File: src/rtl/toggle_watchdog.sv
module toggle_watchdog #(
  parameter int TIMEOUT_CYCLES = 80_000_000
) (
  input  logic clk,
  input  logic rst_n,
  input  logic wdi,
  input  logic wdi_undriven,
  input  logic supply_ok,
  input  logic sys_reset_active,
  output logic wdo_n
);

  localparam int CW = $clog2(TIMEOUT_CYCLES + 1);
  localparam logic [CW-1:0] LAST = CW'(TIMEOUT_CYCLES - 1);

  logic [1:0]    sync_q;
  logic          prev_q;
  logic [CW-1:0] cnt_q;
  logic          expired_q;

  logic hold;
  logic kick;

  assign hold  = wdi_undriven | sys_reset_active | ~supply_ok;
  assign kick  = (sync_q[1] ^ prev_q) & ~hold;
  assign wdo_n = supply_ok & ~expired_q;

  always_ff @(posedge clk or negedge rst_n) begin
    if (!rst_n) begin
      sync_q <= 2'b00;
      prev_q <= 1'b0;
    end else begin
      sync_q <= {sync_q[0], wdi};
      prev_q <= sync_q[1];
    end
  end

  always_ff @(posedge clk or negedge rst_n) begin
    if (!rst_n) begin
      cnt_q     <= '0;
      expired_q <= 1'b0;
    end else if (hold) begin
      cnt_q     <= '0;
    end else if (kick) begin
      cnt_q     <= '0;
      expired_q <= 1'b0;
    end else if (!expired_q) begin
      if (cnt_q == LAST) begin
        expired_q <= 1'b1;
      end else begin
        cnt_q <= cnt_q + 1'b1;
      end
    end
  end

  assert_count_bounded_R2: assert property (@(posedge clk) disable iff (!rst_n)
    cnt_q <= LAST);

  assert_expiry_after_full_window_R2: assert property (@(posedge clk) disable iff (!rst_n)
    $rose(expired_q) |-> ($past(cnt_q) == LAST && !$past(hold)));

  assert_latch_cleared_only_by_edge_R5: assert property (@(posedge clk) disable iff (!rst_n)
    $fell(expired_q) |-> ($past(sync_q[1]) != $past(prev_q)));

  assert_hold_freezes_latch_R6: assert property (@(posedge clk) disable iff (!rst_n)
    (wdi_undriven || sys_reset_active) |=> $stable(expired_q));

  assert_hold_clears_count_R7: assert property (@(posedge clk) disable iff (!rst_n)
    sys_reset_active |=> (cnt_q == '0));

  assert_output_release_cause_R9: assert property (@(posedge clk) disable iff (!rst_n)
    $rose(wdo_n) |-> ($rose(supply_ok) || $fell(expired_q)));

endmodule

File: config.mk
export PLATFORM = sky130hd
export DESIGN_NAME = toggle_watchdog
export DESIGN_NICKNAME = d
export VERILOG_FILES = /design/src/rtl/toggle_watchdog.sv
export SDC_FILE = /design/constraint.sdc
export NUM_CORES = 1
export LEC_CHECK = 0
export CAP_MARGIN = 10
export CORE_MARGIN = 2
export CORE_UTILIZATION = 33
export DETAILED_ROUTE_END_ITERATION = 12
export PLACE_DENSITY = 0.5
export SLEW_MARGIN = 20
export SYNTH_ARGS = -nofsm -noshare
export SYNTH_HDL_FRONTEND = slang
export SYNTH_SLANG_ARGS = --single-unit
File: constraint.sdc
create_clock -name clk -period 4.45 [get_ports clk]
set_clock_uncertainty 0.2 [all_clocks]
set_input_delay 0.6675 -clock clk [delete_from_list [all_inputs] [get_ports clk]]
set_output_delay 0.6675 -clock clk [all_outputs]
set_load 0.02 [all_outputs]
==> impl_metrics.ini <==
[clock_network]
htreeDepth = 2
cts-buffers-inserted = 5
cts_resized = 0
clk_latency_ns = 0.29
cts_buffer_depth = 2
clock_sink_count = 31
clockRootBuffer = clkbuf_8
cts_post_setup_buffers_inserted = 0
cts_tree = done
clkTransAtPathRegs_ns = 0.06
cts_hold_buf = 0

[timing]
rsz0062_at_grt = false
whs_ns = 0.149
drv_slew = 0
period_share_pct = 61.3
fmax_mhz = 366
layout_min_cycle_time_ns = 2.73
finalSetupTns_ns = 0
finalHoldViolCount = 0
worst_slew_pin_slew_ns = 0.813
setup_viol = 0
relSlewSlack_pct = 45.6

[layout]
antenna_cells = 0
syn2layout_area_growth_pct = 13.7
fin_nets = 199
drive_above_1_share_pct = 12.5

[floorplanning]
start_util_pct = 33.9
die_x_um = 76.0
die_y_um = 76.0
pin_count = 7
core_mm2 = 0.00504
dieArea_mm2 = 0.00578
rows = 26

[place]
place_hpwl_um = 2660
portBuffers = 6
gp_congestion = 0.811

[critical_path]
critPathKind = in2out
cp.required_ns = 3.58
slowest_stage = clkdlybuf4s50_1
start_kind = input port
path_cells = clkdlybuf4s50_1 > nor2b_1 > clkdlybuf4s50_1
slowest_delay_ns = 0.61
endpoint_kind = output port
cp.arrival_ns = 1.86
crit_fanout = 2
crit_top_cell = clkdlybuf4s50_1

[route]
wire_per_inst_um = 14.5
drtIter0Drc = 48
vias_per_cell = 5.24
drt_pass1_iterations = 4
routed_wl_um = 3810
dr_total_vias = 1372
route.detailed.drc = 0
ant_nets = 0

[global_route]
grt_first_pass_wirelength_um = 6680
overflow = 0
grt_pass1_vias = 1355
grt_usage_pct = 14.5
antenna_found_initial = 0
grt_max_degree = 32

[synth]
synth_edf_count = 0
synth_area_per_cell_um2 = 9.40
ys_warn_count = 0
syn_inst = 182
synth_fp_nets = 190
synthArstFlopShare_pct = 100
ys.flop_type = dfrtp_1
syn_area_mm2 = 0.00171
ys_seq_area_share_pct = 45.4
netlist-cell-type-count = 40
ys_ff_latch = 31

[hold_path]
hold_path_class = reg2reg

[power_and_ir_drop]
power_density_mw_per_mm2 = 284
p_leak_uw = 0.000739
p_total_uw = 553
ir_drop_v = 0.000186

[run]
cap_violations = 0

[outcome]
status = completed
-- worst max-delay path, delay by kind of cell --
kind | cells | cell delay [ns]
AND/OR/NAND/NOR | 1 | 0.13
buffers and inverters | 2 | 1.07
-- worst paths after layout --
kind / to / from / slack (ns) / cells past startpoint
min in group asynchronous: cnt_q[13] / rst_n / 0.58 / 2
setup reg to reg: cnt_q[13] / cnt_q[0] / 1.96 / 6
setup / recovery: wdo_n / supply_ok / 1.72 / 3
hold / removal: sync_q[1] / sync_q[0] / 0.15 / 0
max in group asynchronous: cnt_q[10] / rst_n / 3.17 / 2
hold reg to reg: sync_q[1] / sync_q[0] / 0.15 / 0
-- stage by stage --
step | std cells | util (%) | setup WS [ns] | instance area [um2]
6_report | 262 | 38.6 | 1.72 | 1940
5_1_grt | 262 | 38.6 | 1.65 | 1940
4_1_cts | 262 | 38.6 | 1.71 | 1940
3_5_place_dp | 254 | 36.5 | 1.53 | 1840
3_3_place_gp | 254 | 36.5 | 1.58 | 1840
2_1_floorplan | 182 | - | 2.25 | 1710
-- metal layers --
metal,share of wire [%],GRT usage (%),vias up
met2,49,23.3,17
met3,3.1,3.67,7
met5,0,0,-
met1,47,18.5,673
met4,1.4,6.55,0
li1,-,-,675
-- cell usage after synthesis (all sizes together), types with 3 or more instances --
library cell | count | area (um2)
or3 | 10 | 62.6
nor2 | 20 | 75.1
inv | 3 | 11.3
clkbuf | 3 | 11.3
o21ai | 7 | 35.0
nor3 | 6 | 30.0
a31o | 5 | 43.8
nor4 | 6 | 71.3
nand2 | 26 | 97.6
dfrtp | 31 | 776
nand3 | 5 | 30.0
nand4 | 8 | 50.1
mux2i | 6 | 60.1
a21oi | 10 | 50.1
xnor2 | 10 | 87.6
buf | 3 | 21.3
-- power breakdown --
part	leakage, uW	internal (uW)	switching (uW)
logic	0.000263	8.48	12.9
clock network	0.0000505	140	106
registers	0.000426	284	1.51
-- kinds of logic (layout without fill, tap and decap cells) --
kind of cell    Yosys count  in the layout  share of synthesized area, %
xor+xnor                 11             11                          5.63
fa+ha+maj                 2              2                          1.46
buf+inv                   9             19                          2.56
compound gates           29             29                          10.9
mux                       6              6                          3.51
flops                    31             31                          45.4
simple gates             94             94                          30.6
-- final cells by class --
type / instances / area [um2]
Tap cell: 70 / 87.6
Timing Repair Buffer: 8 / 75.1
Inverter: 3 / 11.3
Clock inverter: 1 / 7.51
Sequential cell: 31 / 776
Clock buffer: 7 / 96.3
Multi-Input combinational cell: 142 / 891
Fill cell: 499 / 3100
-- cells in the final DEF, fill, tap and decap left out, types with 2 or more instances in the layout --
| cell type | count |
|---|---|
| xnor2_1 | 10 |
| a31o_2 | 4 |
| nor2_1 | 20 |
| or3_1 | 10 |
| o21ai_0 | 7 |
| nand4_1 | 8 |
| nand3_1 | 4 |
| nor4_2 | 3 |
| dfrtp_1 | 31 |
| buf_4 | 2 |
| clkbuf_8 | 7 |
| ha_1 | 2 |
| a31oi_1 | 2 |
| nor3_1 | 6 |
| mux2i_1 | 6 |
| a21oi_1 | 10 |
| inv_1 | 3 |
| and3_1 | 2 |
| nor4_1 | 2 |
| nand4b_1 | 2 |
| nand2_1 | 26 |
| clkdlybuf4s50_1 | 6 |
-- flip-flops by register name (all words and copies together), names as in the netlist --
signal and flops:
sync_q 2, prev_q 1, expired_q 1, cnt_q 27
No activity file was read; power rests on OpenSTA's default activity.
